## config.mk

```make
export PLATFORM = sky130hd
export DESIGN_NAME = txpool_alloc
export DESIGN_NICKNAME = d
export VERILOG_FILES = /design/src/rtl/txpool_pkg.sv /design/src/rtl/txpool_cmd_decode.sv /design/src/rtl/txpool_size_table.sv /design/src/rtl/txpool_free_counter.sv /design/src/rtl/txpool_alloc_fsm.sv /design/src/rtl/txpool_alloc.sv
export SDC_FILE = /design/constraint.sdc
export NUM_CORES = 1
export LEC_CHECK = 0
export ABC_AREA = 1
export BUFFER_PORTS_ARGS = -buffer_cell sky130_fd_sc_hd__buf_2
export CORE_ASPECT_RATIO = 0.9
export CORE_MARGIN = 3
export CORE_UTILIZATION = 54
export DETAILED_ROUTE_END_ITERATION = 12
export PLACE_DENSITY = 0.7
export SKIP_LAST_GASP = 1
export SYNTH_ARGS = -nofsm -noshare
export SYNTH_HDL_FRONTEND = slang
export SYNTH_SLANG_ARGS = --single-unit
```

## constraint.sdc

```tcl
create_clock -name clk -period 3.27 [get_ports clk]
set_clock_uncertainty 0.05 [all_clocks]
set_input_delay 0.4905 -clock clk [delete_from_list [all_inputs] [get_ports clk]]
set_output_delay 0.4905 -clock clk [all_outputs]
set_load 0.03 [all_outputs]
```

## src/rtl/txpool_pkg.sv

```systemverilog
package txpool_pkg;

  typedef enum logic [1:0] {
    ST_IDLE    = 2'd0,
    ST_RELEASE = 2'd1,
    ST_ALLOC   = 2'd2
  } alloc_state_t;

  typedef enum logic [1:0] {
    CMD_NONE   = 2'd0,
    CMD_RESIZE = 2'd1,
    CMD_KEEP   = 2'd2,
    CMD_BAD    = 2'd3
  } cmd_kind_t;

  // Free space once a channel's current slice has been handed back.
  function automatic int unsigned after_release(int unsigned free_now,
                                                int unsigned held);
    return free_now + held;
  endfunction

  // True when a request of 'want' locations can be carved out of 'avail'.
  function automatic bit fits(int unsigned want, int unsigned avail);
    return want <= avail;
  endfunction

endpackage

```

## src/rtl/txpool_cmd_decode.sv

```systemverilog
module txpool_cmd_decode
  import txpool_pkg::*;
#(
  parameter int SIZE_W = 6
) (
  input  logic              idle,
  input  logic              req_valid,
  input  logic              req_size_vld,
  input  logic [SIZE_W-1:0] req_size,
  output cmd_kind_t         kind
);

  always_comb begin
    kind = CMD_NONE;
    if (idle && req_valid) begin
      if (req_size_vld)        kind = CMD_RESIZE;
      else if (req_size == '0) kind = CMD_KEEP;
      else                     kind = CMD_BAD;
    end
  end

endmodule

```

## src/rtl/txpool_size_table.sv

```systemverilog
module txpool_size_table #(
  parameter int NUM_CH = 32,
  parameter int SIZE_W = 6,
  parameter int CH_W   = 5
) (
  input  logic                     clk,
  input  logic                     rst_n,
  input  logic                     wr_en,
  input  logic [CH_W-1:0]          wr_ch,
  input  logic [SIZE_W-1:0]        wr_data,
  input  logic [CH_W-1:0]          ra_ch,
  output logic [SIZE_W-1:0]        ra_data,
  input  logic [CH_W-1:0]          rb_ch,
  output logic [SIZE_W-1:0]        rb_data,
  output logic [NUM_CH*SIZE_W-1:0] tbl_flat
);

  logic [SIZE_W-1:0] entry [NUM_CH];

  for (genvar g = 0; g < NUM_CH; g++) begin : g_entry
    always_ff @(posedge clk or negedge rst_n) begin
      if (!rst_n)
        entry[g] <= '0;
      else if (wr_en && (wr_ch == CH_W'(g)))
        entry[g] <= wr_data;
    end
    assign tbl_flat[g*SIZE_W +: SIZE_W] = entry[g];
  end

  assign ra_data = entry[ra_ch];
  assign rb_data = entry[rb_ch];

endmodule

```

## src/rtl/txpool_free_counter.sv

```systemverilog
module txpool_free_counter #(
  parameter int POOL_DEPTH = 64,
  parameter int CNT_W      = 7
) (
  input  logic             clk,
  input  logic             rst_n,
  input  logic             add_en,
  input  logic [CNT_W-1:0] add_amt,
  input  logic             sub_en,
  input  logic [CNT_W-1:0] sub_amt,
  output logic [CNT_W-1:0] count
);

  localparam logic [CNT_W:0] FULL = (CNT_W+1)'(POOL_DEPTH);

  logic [CNT_W:0] sum_up;
  logic [CNT_W:0] next_cnt;

  always_comb begin
    sum_up   = {1'b0, count} + {1'b0, add_amt};
    next_cnt = {1'b0, count};
    if (add_en)
      next_cnt = (sum_up > FULL) ? FULL : sum_up;
    else if (sub_en && (sub_amt <= count))
      next_cnt = {1'b0, count - sub_amt};
  end

  always_ff @(posedge clk or negedge rst_n) begin
    if (!rst_n) count <= CNT_W'(POOL_DEPTH);
    else        count <= next_cnt[CNT_W-1:0];
  end

endmodule

```

## src/rtl/txpool_alloc_fsm.sv

```systemverilog
module txpool_alloc_fsm
  import txpool_pkg::*;
#(
  parameter int SIZE_W = 6,
  parameter int CH_W   = 5,
  parameter int CNT_W  = 7
) (
  input  logic              clk,
  input  logic              rst_n,
  input  cmd_kind_t         kind,
  input  logic [CH_W-1:0]   req_ch,
  input  logic [SIZE_W-1:0] req_size,
  input  logic [SIZE_W-1:0] held_size,
  input  logic [CNT_W-1:0]  free_now,
  output alloc_state_t      state,
  output logic [CH_W-1:0]   cur_ch,
  output logic              tbl_wr_en,
  output logic [SIZE_W-1:0] tbl_wr_data,
  output logic              cnt_add_en,
  output logic [CNT_W-1:0]  cnt_add_amt,
  output logic              cnt_sub_en,
  output logic [CNT_W-1:0]  cnt_sub_amt,
  output logic              release_ev,
  output logic              grant_ev,
  output logic              deny_ev,
  output logic              busy,
  output logic              ack,
  output logic              ack_ok,
  output logic              fail_irq,
  output logic              bad_req
);

  logic [SIZE_W-1:0] cur_size;
  logic              room;

  assign room       = fits(32'(cur_size), 32'(free_now));
  assign release_ev = (state == ST_RELEASE);
  assign grant_ev   = (state == ST_ALLOC) && room;
  assign deny_ev    = (state == ST_ALLOC) && !room;

  assign tbl_wr_en   = release_ev || grant_ev;
  assign tbl_wr_data = grant_ev ? cur_size : '0;
  assign cnt_add_en  = release_ev;
  assign cnt_add_amt = CNT_W'(held_size);
  assign cnt_sub_en  = grant_ev;
  assign cnt_sub_amt = CNT_W'(cur_size);
  assign busy        = (state != ST_IDLE);

  always_ff @(posedge clk or negedge rst_n) begin
    if (!rst_n) begin
      state    <= ST_IDLE;
      cur_ch   <= '0;
      cur_size <= '0;
    end else begin
      case (state)
        ST_IDLE: begin
          if (kind == CMD_RESIZE) begin
            state    <= ST_RELEASE;
            cur_ch   <= req_ch;
            cur_size <= req_size;
          end
        end
        ST_RELEASE: state <= ST_ALLOC;
        default:    state <= ST_IDLE;
      endcase
    end
  end

  always_ff @(posedge clk or negedge rst_n) begin
    if (!rst_n) begin
      ack      <= 1'b0;
      ack_ok   <= 1'b0;
      fail_irq <= 1'b0;
      bad_req  <= 1'b0;
    end else begin
      ack      <= grant_ev || deny_ev || (kind == CMD_KEEP);
      ack_ok   <= grant_ev || (kind == CMD_KEEP);
      fail_irq <= deny_ev;
      bad_req  <= (kind == CMD_BAD);
    end
  end

endmodule

```

## src/rtl/txpool_alloc.sv

```systemverilog
module txpool_alloc
  import txpool_pkg::*;
#(
  parameter int NUM_CH     = 32,
  parameter int POOL_DEPTH = 64,
  parameter int SIZE_W     = 6,
  localparam int CH_W      = $clog2(NUM_CH),
  localparam int CNT_W     = $clog2(POOL_DEPTH + 1)
) (
  input  logic              clk,
  input  logic              rst_n,
  input  logic              req_valid,
  input  logic [CH_W-1:0]   req_ch,
  input  logic              req_size_vld,
  input  logic [SIZE_W-1:0] req_size,
  output logic              busy,
  output logic              ack,
  output logic              ack_ok,
  output logic              fail_irq,
  output logic              bad_req,
  input  logic [CH_W-1:0]   rd_ch,
  output logic [SIZE_W-1:0] rd_size,
  output logic [CNT_W-1:0]  free_cnt
);

  cmd_kind_t              kind;
  alloc_state_t           state;
  logic [CH_W-1:0]        cur_ch;
  logic                   tbl_wr_en;
  logic [SIZE_W-1:0]      tbl_wr_data;
  logic [SIZE_W-1:0]      held_size;
  logic                   cnt_add_en;
  logic [CNT_W-1:0]       cnt_add_amt;
  logic                   cnt_sub_en;
  logic [CNT_W-1:0]       cnt_sub_amt;
  logic                   release_ev;
  logic                   grant_ev;
  logic                   deny_ev;
  logic [NUM_CH*SIZE_W-1:0] tbl_flat;

  txpool_cmd_decode #(.SIZE_W(SIZE_W)) u_decode (
    .idle         (state == ST_IDLE),
    .req_valid    (req_valid),
    .req_size_vld (req_size_vld),
    .req_size     (req_size),
    .kind         (kind)
  );

  txpool_size_table #(.NUM_CH(NUM_CH), .SIZE_W(SIZE_W), .CH_W(CH_W)) u_table (
    .clk      (clk),
    .rst_n    (rst_n),
    .wr_en    (tbl_wr_en),
    .wr_ch    (cur_ch),
    .wr_data  (tbl_wr_data),
    .ra_ch    (rd_ch),
    .ra_data  (rd_size),
    .rb_ch    (cur_ch),
    .rb_data  (held_size),
    .tbl_flat (tbl_flat)
  );

  txpool_free_counter #(.POOL_DEPTH(POOL_DEPTH), .CNT_W(CNT_W)) u_free (
    .clk     (clk),
    .rst_n   (rst_n),
    .add_en  (cnt_add_en),
    .add_amt (cnt_add_amt),
    .sub_en  (cnt_sub_en),
    .sub_amt (cnt_sub_amt),
    .count   (free_cnt)
  );

  txpool_alloc_fsm #(.SIZE_W(SIZE_W), .CH_W(CH_W), .CNT_W(CNT_W)) u_fsm (
    .clk         (clk),
    .rst_n       (rst_n),
    .kind        (kind),
    .req_ch      (req_ch),
    .req_size    (req_size),
    .held_size   (held_size),
    .free_now    (free_cnt),
    .state       (state),
    .cur_ch      (cur_ch),
    .tbl_wr_en   (tbl_wr_en),
    .tbl_wr_data (tbl_wr_data),
    .cnt_add_en  (cnt_add_en),
    .cnt_add_amt (cnt_add_amt),
    .cnt_sub_en  (cnt_sub_en),
    .cnt_sub_amt (cnt_sub_amt),
    .release_ev  (release_ev),
    .grant_ev    (grant_ev),
    .deny_ev     (deny_ev),
    .busy        (busy),
    .ack         (ack),
    .ack_ok      (ack_ok),
    .fail_irq    (fail_irq),
    .bad_req     (bad_req)
  );

endmodule

```

# == Word level (Yosys, flattened, before mapping) ==
# Index checks and enable logic that the tools add are counted.
# totals
ff_bits,216
word_cells,148
# op_classes
add_sub_neg,2
order_cmp,5
eq_ne,37
mux,15
n_bitwise,2
n_reduce_logical,47
# ops
cell,n
"== test 5 bit, second input constant",16
binary-select mux 6 bit (select 5 bit),2
"== test 5 x 4 -> 1 bit, second input constant",8
logical AND 1 bit,36
2-to-1 mux 6 bit,5
2-to-1 mux 7 bit,3
"== test 5 x 3 -> 1 bit, second input constant",4
less-or-equal comparator 6 x 7 -> 1 bit,2
">= comparator 6 bit, second input constant",2
NOT 5 -> 6 bit,2
"== test 5 x 2 -> 1 bit, second input constant",2
adder 7 x 6 -> 8 bit,1
"> comparator 8 x 7 -> 1 bit, second input constant",1
subtractor 7 x 6 -> 7 bit,1
"== test 2 bit, second input constant",3
logical NOT 6 bit,1
2-to-1 mux 2 bit,3
"== test 5 x 1 -> 1 bit, second input constant",1
logical NOT 5 bit,1
"== test 2 x 1 -> 1 bit, second input constant",2
logical OR 1 bit,4
one-hot mux 2 bit (2 select lines),1
nonzero test 2 bit,2
logical NOT 2 bit,1
4 further kinds,4

# == Logic depth before layout (Yosys ltp) ==
# Gate-level depths: netlist (run 1).
# depth
ltp_word,8
depth_mapped,22
mapped_depth_nobuf,20

# == By module ==
# A second synthesis (run 1) with hierarchy kept.
# unflattened
cells_unflattened,1911
hier_area_um2,13067.5
# modules_own_cells
mod,instances,cells_each,area_each_um2,seq_area_each_um2
txpool_size_table,1,1611,11001.8,4804.6
txpool_free_counter,1,170,1072.3,176.4
txpool_alloc_fsm,1,119,952.2,425.4
txpool_cmd_decode,1,10,37.5,0.0
txpool_alloc,1,1,3.8,0.0

# == Worst setup path before layout (run 1) ==
# No wires, ideal clock.
# synth_timing
kind,register to register
from,register u_fsm.cur_ch[1]
to,register u_free.count[1]
t_arrival_ns,2.870
required_time_ns,3.143
setup_slack_ns,0.272
path_stages_with_launch,22
synth_period_minus_slack_ns,2.998
path_cell_list,dfrtp_1 -> nand2_1 -> inv_1 -> buf_2 -> buf_2 -> a22oi_1 -> nand2_1 -> nand2_1 -> nand2_1 -> nor3_1 -> nor2_1 -> ha_1 -> fa_1 -> nand2_1 -> nand2_1 -> nor2_1 -> nand3_1 -> nor2_1 -> nand2_1 -> nand2_1 -> nand3_1 -> a21oi_1
# synth_between
elab_chain_len,8
# synth_rtl
element,line_no,text
"start, declared",txpool_alloc_fsm.sv:16,"output logic [CH_W-1:0] cur_ch,"
"start signal, assigned",txpool_alloc_fsm.sv:59,cur_ch <= req_ch;
NOT 5 -> 6 bit (implied by the code) (*),txpool_size_table.sv:31,assign rb_data = entry[rb_ch];
binary-select mux 6 bit (select 5 bit) (*),txpool_size_table.sv:31,
2-to-1 mux 6 bit (implied by the code) (*) (2 in a row),txpool_size_table.sv:31,
adder 7 x 6 -> 8 bit (*),txpool_free_counter.sv:20,"sum_up = {1'b0, count} + {1'b0, add_amt};"
> comparator 8 x 7 -> 1 bit,txpool_free_counter.sv:23,next_cnt = (sum_up > FULL) ? FULL : sum_up;
2-to-1 mux 7 bit (*),txpool_free_counter.sv:23,
2-to-1 mux 7 bit (*),txpool_free_counter.sv:22,if (add_en)
"end signal, assigned",txpool_free_counter.sv:29,if (!rst_n) count <= CNT_W'(POOL_DEPTH);
"end signal, assigned",txpool_free_counter.sv:30,else count <= next_cnt[CNT_W-1:0];
"end, declared",txpool_free_counter.sv:11,output logic [CNT_W-1:0] count
# Every way passes the cells marked *; elsewhere a longest branch is shown, timed or not. The select of a mux whose other input is x is not followed.
# A chain may end at the register's enable or synchronous reset.

# == Worst setup path after layout (run 1) ==
# layout_timing
from,register u_fsm.cur_ch[1]
to,register u_free.count[3]
# The elaborated chain is that of the path after synthesis.

==> results of run 1 <==
cells in the final DEF (no fill, tap or decap), types with 3 or more instances in the layout:
cell,netlist,layout
a21oi_1,25,23
a21oi_2,1,3
a22oi_1,96,96
buf_12,0,10
buf_2,13,36
buf_4,2,47
clkbuf_1,52,5
clkbuf_16,0,26
clkbuf_8,0,8
clkinv_1,4,3
clkinv_2,0,5
dfrtp_1,215,215
ha_1,12,9
inv_1,45,44
inv_2,1,3
nand2_1,376,374
nand2_2,2,4
nand2_4,32,32
nand3_1,50,50
nand4_1,6,6
nor2_1,133,129
nor2_4,1,5
nor3_1,47,38
nor3_2,0,9
o21ai_0,184,184
o21ai_1,70,70
o21bai_1,48,48
o221ai_1,48,48
layer usage:
metal	up-vias	track usage [%]	wire, um
li1	5273	-	-
met1	5385	44.28	16230
met2	654	45.12	16330
met3	132	5.093	3557
met4	0	12.10	1480
met5	-	0	0
cell families (layout without fill, tap and decap cells):
family	count (synthesis)	after routing	synth area share [%]
compound gates	473	473	23.58
simple gates	651	651	23.04
buf+inv	175	191	7.886
flops	216	216	43.74
fa+ha+maj	14	14	1.539
xor+xnor	3	3	0.2126
worst register-to-register path: stages (launching register included):
cell and delay, ns:
dfrtp_1 0.41, buf_4 0.16, nor2_4 0.13, buf_12 0.19, buf_4 0.18, a22oi_1 0.07, a21oi_1 0.20, nor3_2 0.08
buf_4 0.17, nor2_4 0.11, fa_2 0.44, inv_1 0.08, nand2_1 0.05, nor2_1 0.10, nand3_1 0.09, nor2_1 0.11
nand2_1 0.07, nand2_2 0.11, nand3_1 0.08, a21oi_1 0.15
power breakdown:
group          internal [uW]  switching, uW  total, uW  leakage [uW]
registers               2850            209       3060       0.00297
clock network           1570           1080       2650      0.000391
logic                    818           1610       2430       0.00303
total                   5240           2900       8140       0.00639
repair_timing:
item                                    CTS  global route
gates resized for setup                   0            23
hold buffers                              1             0
hold endpoints to repair                 74             0
endpoints found under the setup margin    0             7
buffers inserted                          0             5
cell type report:
cell class | count | share of cell area [%]
Multi-Input combinational cell | 1141 | 44.65
Clock inverter | 5 | 0.1836
Sequential cell | 216 | 39.67
Clock buffer | 38 | 5.536
Timing Repair Buffer | 98 | 5.912
Inverter | 50 | 1.377
Tap cell | 291 | 2.671
state kept, by name (all words and copies together), names as in the netlist:
register	cells
u_fsm.cur_size	6
u_table.tbl_flat	192
u_fsm.ack_ok	1
u_fsm.bad_req	1
u_fsm.fail_irq	1
u_fsm.cur_ch	5
u_fsm.ack	1
u_free.count	7
u_fsm.state	2
metrics by stage:
| step | setup slack [ns] | hold slack [ns] | cell area [um2] | setup TNS, ns | cells |
|---|---|---|---|---|---|
| 2_1_floorplan | 0.2724 | 0.1449 | 12360 | 0 | 1532 |
| 5_1_grt | -0.1054 | 0.1226 | 13630 | -0.5470 | 1839 |
| 4_1_cts | 0.07252 | 0.09750 | 13470 | 0 | 1833 |
| 3_5_place_dp | 0.07674 | 0.4449 | 12680 | 0 | 1789 |
| 6_report | 0.1393 | 0.1118 | 13630 | 0 | 1839 |
| 3_3_place_gp | 0.1248 | 0.4377 | 12680 | 0 | 1789 |
worst max path at each step:
stage	to	slack, ns	cells past startpoint
finish	u_free.count[3]	0.14	19
global route	u_free.count[3]	-0.11	20
CTS	u_free.count[3]	0.07	20
detailed placement	u_free.count[3]	0.08	20
global placement	u_free.count[4]	0.12	20
floorplan	u_free.count[1]	0.27	21
==> results.ini, run 1 <==
[cts]
cts.path.max_buffers=3
root_buffer=clkbuf_16
clk_pin_slew_ns=0.06
clock_latency_ns=0.52
cts_inserted_buffers=24
cts_tree=done
h-tree-depth=1
clock-sinks=216

[die]
fp.coreArea_um2=22080
die_h_um=149.5
die_width_um=165.5
row_count=51
start_util_pct=55.98
dieArea_um2=24740
io_pins=38

[min_path]
hp-start=req_size_vld
hold_class=input pin to flop
hold_end=u_fsm.bad_req
min_path_cells=2

[synthesis]
yosysWarnings=0
synth_seq_cells=216
ys_async_sr_fraction_pct=100.0
synth_top_flop_cell=dfrtp_1
post_synth.cell_area_avg_um2=8.067
yosys.area.top_type=dfrtp_1
synth_edf_count=0
synth-seq-area-share_pct=43.74
synth_area_leaders=dfrtp_1 (44%), nand2_1 (11%), o21ai_0 (7.5%), a22oi_1 (5.8%), nor2_1 (4.0%)
synthesis.instances=1532
synth_top_area_share_pct=43.53
synth_area_um2=12360
synthTopCellsByCount=nand2_1 (376), dfrtp_1 (215), o21ai_0 (184)
syn-num-nets=1566
yosysMostFrequentCell=nand2_1
yosysUniqueCellTypes=36

[power]
leakagePower_uw=0.006394
finalPower_uw=8138
p_per_area_nw_per_um2=597.1
ir_drop_mv=0.4264

[final_layout]
nets=1565
multi_input_area_um2=6086
layout.filler_cells=2005
final_core_util_pct=61.73
diodes=0
area_delta_synth_final_pct=10.28
drive_gt1_share_pct=12.73
seq_area_um2=5406

[critical_path]
r2r-end=u_free.count[3]
cp.arrival_ns=3.51
cp_cell_sequence=buf_4 -> nor2_4 -> buf_12 -> buf_4 -> a22oi_1 -> a21oi_1 -> nor3_2 -> buf_4 -> nor2_4 -> fa_2 -> inv_1 -> nand2_1 -> nor2_1 -> nand3_1 -> nor2_1 -> nand2_1 -> nand2_2 -> nand3_1 -> a21oi_1
path_common_cell=buf_4
start_kind=flop
path_max_fanout=25
critical_path_required_ns=3.65
rr_startpoint=u_fsm.cur_ch[1]
crit_buf_inv=5
cp_top_family=simple AND/OR/NAND/NOR gates
critPathKind=flop to flop
slowest_delay_ns=0.44
cp-end-kind=flop
cp-startpoint=u_fsm.cur_ch[1]
r2r_setup_slack_ns=0.14
slowest_stage=fa_2
reg2regPathDepth=19

[drt]
vias=11440
wire_per_inst_um=20.44
finalWirelength_um=37600
firstDrtPassIters=6
drt-initial-drc-count=1677
antenna_left=0
vias_per_cell=6.223
drc=0

[global_route]
grt_antenna_before_repair=0
grt.overflow.total=0
grt_pass1_vias=10970
gr-usage-all-layers_pct=30.36
grt_max_degree=97
grt_pass1_wl_um=59480

[sta]
slew_headroom_pct=57.84
post-route-min-period_ns=3.131
post-route-period-util_pct=95.74
setup_viol=0
slew_viol_final=0
finalHoldViolCount=0
fmax_ghz=0.3194
max_slew.worst_pin.slew_ns=0.6324

[run]
max-cap-violations=0

[place]
portBuffers=37
hpwl_um=24640
gp_congestion=0.9132

[outcome]
outcome=complete, no violations

No activity file was read; power rests on OpenSTA's default activity.
==> inputs of run 2 (changes only) <==
Settings changed: CORE_MARGIN 3 to default, SYNTH_HIERARCHICAL from default to 1.
Clock period 3.27 ns to 3.1 ns, I/O delays scaled along.
==> run 2 against run 1 <==
Sequential share of layout area down 2.5 points. Routed wire length up 5.9%. The flow now finishes with violations (DRC). Largest cell class unchanged. Sequential power up 25%. Cell area up 6.8%. Hold slack worse by 0.021 ns. Global-route usage up 1.4 points. Power up 60%. Critical path depth up 3. Area after synthesis up 5.6%. Flip-flop and latch count unchanged. Worst setup slack worse by 0.095 ns. Non-clock buffer count up 4.
==> results.ini, run 2 <==
[outcome]
outcome=finished with violations
violations=DRC

[place]
hpwl_um=26360
gp_congestion=0.8906
portBuffers=37
placed_cells=2163
placed_area_um2=13380

[sta]
fmax_ghz=0.3272
finalHoldViolCount=0
slew_headroom_pct=52.71
post-route-min-period_ns=3.056
slew_viol_final=0
holdWs_ns=0.09069
post-route-period-util_pct=98.59
setup_viol=0
rsz0062_at_grt=yes
max_slew.worst_pin.slew_ns=0.7085

[cts]
clock-sinks=216
cts_inserted_buffers=24
h-tree-depth=1
cts_tree=done
clk_pin_slew_ns=0.06
cts.path.max_buffers=3
clock_latency_ns=0.54
root_buffer=clkbuf_16

[power]
finalPower_uw=13050
p_per_area_nw_per_um2=896.6
ir_drop_mv=0.5571
p_seq_share_pct=29.2
power_frac_clock_pct=22.7
leakagePower_uw=0.006791
power_switching_uw=5639
p_int_uw=7410
switching_share_pct=43.21
p_comb_share_pct=48.1

[final_layout]
final_cell_mix=nand2_1 (847), nand3_1 (302), dfrtp_1 (213), o21ai_0 (154), inv_1 (66)
final-instance-count-excl-fill=2219
final_core_util_pct=61.82
diodes=0
stdcell_area_um2=14550
nets=1942
drive_gt1_share_pct=10.07
final_common_cell=nand2_1
area_delta_synth_final_pct=11.50
largest_reg_flops=192

[critical_path]
critical_path_required_ns=3.50
path_max_fanout=6
start_kind=flop
critPathKind=flop to flop
r2r_setup_slack_ns=0.04
cp.arrival_ns=3.45
cp-end-kind=flop

[drt]
finalWirelength_um=39800
vias_per_cell=5.788
antenna_left=0
wire_per_inst_um=17.94
firstDrtPassIters=10
drc=3
drt-initial-drc-count=1384
vias=12840

[die]
die_h_um=149.5
start_util_pct=55.45
fp.coreArea_um2=23540
io_pins=38
row_count=53
dieArea_um2=24800
die_width_um=165.9

[synthesis]
synthesis.instances=1909
yosysWarnings=6
post_synth.cell_area_avg_um2=6.837
synth_area_um2=13050

[min_path]
hold_class=input pin to flop

[global_route]
gr-usage-all-layers_pct=31.71
grt_pass1_wl_um=62280
grt_pass1_vias=11430
grt_max_degree=57
grt.overflow.total=0
grt_antenna_before_repair=0

[run]
max-cap-violations=0

## run 2: cell types whose count changed in the layout (fill, tap and decap cells not counted), moves of 18 or more
cell	delta
a22oi_1	-96
o21bai_1	-48
o21ai_0	-30
o21ai_1	-18
nand2_1	+473
nand3_1	+252
o221ai_1	-48
inv_1	+22
nor2_1	-89
nor3_1	-37
nand2_4	-27
## run 2: power by group through the flow
stage          clock network (uW)  registers (uW)  logic [uW]
5_1_grt                      3110            3870        6850
3_5_place_dp                    0            3820        5560
2_1_floorplan                   0            3830        4020
4_1_cts                      3000            3780        5580
6_report                     2970            3810        6270
3_3_place_gp                    0            3830        5470
## run 2: per-stage QoR
stage,setup slack (ns),TNS [ns]
3_5_place_dp,0.06209,0
2_1_floorplan,0.1144,0
3_3_place_gp,0.1244,0
4_1_cts,0.04977,0
6_report,0.04381,0
5_1_grt,-0.1330,-0.5119
## run 2: cell type report
type	count	area, um2
Tap cell	302	377.9
Fill cell	2125	8987
Multi-Input combinational cell	1482	6686
Sequential cell	216	5409
Inverter	74	296.5
Timing Repair Buffer	102	952.2
Clock buffer	40	792.0
Clock inverter	3	40.04
## run 2: critical path, cell delays in order, from the launching register on
cell	delay, ns
dfrtp_2	0.49
buf_6	0.17
clkbuf_16	0.15
nand2_1	0.07
nand3_1	0.10
nand3_1	0.10
nand2_1	0.06
nand2_1	0.05
nand2_1	0.05
nand2_1	0.06
nand2_2	0.09
ha_4	0.19
fa_2	0.46
or2_4	0.24
nor2_2	0.07
nand3_1	0.07
nor2_1	0.10
nand2_1	0.09
nand2_4	0.10
nand3_2	0.07
nand2_1	0.08
nand2_1	0.04
nand2_1	0.05
## run 2: final timing paths
check	to	cells past startpoint	from
min reg2reg	u_table/tbl_flat[69]	2	u_table/tbl_flat[69]
max in group asynchronous	u_free/count[6]	3	rst_n
max reg2reg	u_free/count[1]	22	u_fsm/cur_ch[0]
max	u_free/count[1]	22	u_fsm/cur_ch[0]
min	u_fsm/cur_ch[3]	3	req_ch[3]
min in group asynchronous	u_table/tbl_flat[18]	2	rst_n
## run 2: what timing repair did
action / CTS / global route
resized for setup: 0 / 39
hold buffers: 1 / 0
endpoints found under the hold margin: 52 / 0
setup buffers: 0 / 7
endpoints found under the setup margin: 0 / 6
## run 2: routing by layer
layer	track usage, %	vias up	part of all wire (%)
met2	49.39	617	43
met4	9.019	0	3.3
met1	46.27	5996	45
met3	4.417	105	8.8
met5	0	-	0
li1	-	6125	-
==> inputs of run 3 (changes only) <==
==> constraint.sdc (replaced) <==
create_clock -name clk -period 3.1 [get_ports clk]
set_clock_uncertainty 0.05 [all_clocks]
set_input_delay 0.31 -clock clk [delete_from_list [all_inputs] [get_ports clk]]
set_output_delay 0.31 -clock clk [all_outputs]
set_load 0.03 [all_outputs]
==> run 3 against run 2 <==
The flow still finishes with violations (DRC). Sequential power increased by 1%. Routed wire length increased by 2.5%. Global-route usage is 0.27 points higher. Register-to-register slack lost 0.04 ns. Cell area rose by 2.8%. First-iteration DRC count increased by 9.0%. Worst setup slack got worse by 0.036 ns. Combinational power is 8.9% higher. Die area unchanged. Flip-flop and latch count unchanged. Sequential share of layout area down 1.0 points. Critical path type unchanged. Largest cell class unchanged. Largest power group unchanged.
==> results.ini, run 3 (synthesis gave the netlist of run 2 again) <==
[drt]
vias=12840
firstDrtPassIters=10
wire_per_inst_um=18.24
finalWirelength_um=40780
drt-initial-drc-count=1508
antenna_left=0
vias_per_cell=5.746
drc=6

[critical_path]
r2r_setup_slack_ns=0.008
cp.arrival_ns=3.51
r2r-end=u_free/count[5]
reg2regPathDepth=22
start_kind=flop
critical_path_required_ns=3.52
path_max_fanout=8
rr_startpoint=u_fsm/cur_ch[0]
cp-end-kind=flop
critPathKind=flop to flop
cp-startpoint=u_fsm/cur_ch[0]
crit_end=u_free/count[5]

[global_route]
grt_antenna_before_repair=1
grt_max_degree=89
grt_pass1_vias=11340
grt.overflow.total=0
gr-usage-all-layers_pct=31.99
grt_pass1_wl_um=62650

[cts]
root_buffer=clkbuf_16
clock-sinks=216
cts_inserted_buffers=24
clock_latency_ns=0.54
clk_pin_slew_ns=0.06
cts.path.max_buffers=3
cts_tree=done
h-tree-depth=1

[final_layout]
layout.filler_cells=2106
final_core_util_pct=63.56
largest_reg_flops=192
final-instance-count-excl-fill=2235
stdcell_area_um2=14960
nets=1959
final_cell_mix=nand2_1 (819), nand3_1 (282), dfrtp_1 (213), o21ai_0 (154), inv_1 (67)
drive_gt1_share_pct=12.73
area_delta_synth_final_pct=14.63
final_common_cell=nand2_1

[place]
portBuffers=37
placed_area_um2=13330
hpwl_um=25840
gp_congestion=0.9090
placed_cells=2157

[sta]
rsz0062_at_grt=yes
max_slew.worst_pin.slew_ns=0.6713
slew_headroom_pct=55.25
setup_viol=0
finalHoldViolCount=0
fmax_ghz=0.3234
slew_viol_final=0
post-route-min-period_ns=3.092
post-route-period-util_pct=99.74

[die]
row_count=53
dieArea_um2=24800
die_width_um=165.9
start_util_pct=55.45
die_h_um=149.5
io_pins=38
fp.coreArea_um2=23540

[min_path]
hold_class=input pin to flop

[power]
finalPower_uw=13580
p_per_area_nw_per_um2=907.5
ir_drop_mv=0.4716
leakagePower_uw=0.006939

[outcome]
outcome=finished with violations
violations=DRC

[run]
max-cap-violations=0

[run 3: through the flow]
stage | setup slack (ns) | setup TNS (ns) | hold slack [ns]
after detailed placement | 0.1017 | 0 | 0.3198
after floorplan | 0.1144 | 0 | -0.03559
after CTS | 0.08384 | 0 | 0.01020
after global routing | -0.1292 | -0.5898 | 0.03800
final | 0.007999 | 0 | 0.02118
after global placement | 0.1312 | 0 | 0.3118
[run 3: area by class of cell]
type	count	area, um2	area share [%]
Sequential cell	216	5411	36.17
Clock inverter	6	82.58	0.5519
Clock buffer	35	703.2	4.700
Multi-Input combinational cell	1482	6898	46.10
Tap cell	302	377.9	2.526
Antenna cell	1	2.502	0.01673
Timing Repair inverter	1	6.256	0.04181
Timing Repair Buffer	118	1182	7.903
Inverter	74	297.8	1.990
[run 3: critical path: stages, from the launching register on]
cell and delay [ns]:
dfrtp_4 0.57, clkinv_8 0.14, clkbuf_16 0.18, buf_4 0.14
nand2_1 0.05, nand3_1 0.07, nand3_1 0.11, nand2_1 0.09
nand2_1 0.12, nand2_1 0.12, nand2_1 0.10, nand2_2 0.08
ha_4 0.33, nand3_2 0.11, nand2_2 0.09, nand2_2 0.06
nand2_1 0.08, nand2_1 0.07, nand2_2 0.09, nand3_1 0.09
o21ai_1 0.16, nand2_1 0.08, nand2_1 0.06
[run 3: power by group]
group	switching (uW)	internal [uW]	total [uW]
Sequential	531	3320	3850
Combinational	4220	2610	6830
Clock	1170	1730	2890
[run 3: how the worst min path moves through the flow]
stage | startpoint | to | depth (start not counted)
finish | req_size_vld | u_fsm/bad_req | 4
global route | req_size_vld | u_fsm/bad_req | 4
CTS | req_size_vld | u_fsm/bad_req | 4
detailed placement | rst_n | u_table/tbl_flat[100] | 1
global placement | rst_n | u_table/tbl_flat[100] | 1
floorplan | rst_n | u_free/count[0] | 0
[run 3: repair_timing]
action,in CTS,in global routing
buffers inserted,0,16
gates resized for setup,0,100
hold endpoints to repair,94,0
hold buffers,11,0
setup endpoints to repair,0,7
[run 3: per-layer routing]
| metal | vias to the layer above | track usage [%] | share of wire (%) |
|---|---|---|---|
| li1 | 6167 | - | - |
| met1 | 5969 | 46.43 | 44 |
| met2 | 629 | 49.83 | 45 |
| met3 | 78 | 4.787 | 9.0 |
| met4 | 0 | 9.252 | 2.4 |
| met5 | - | 0 | 0 |
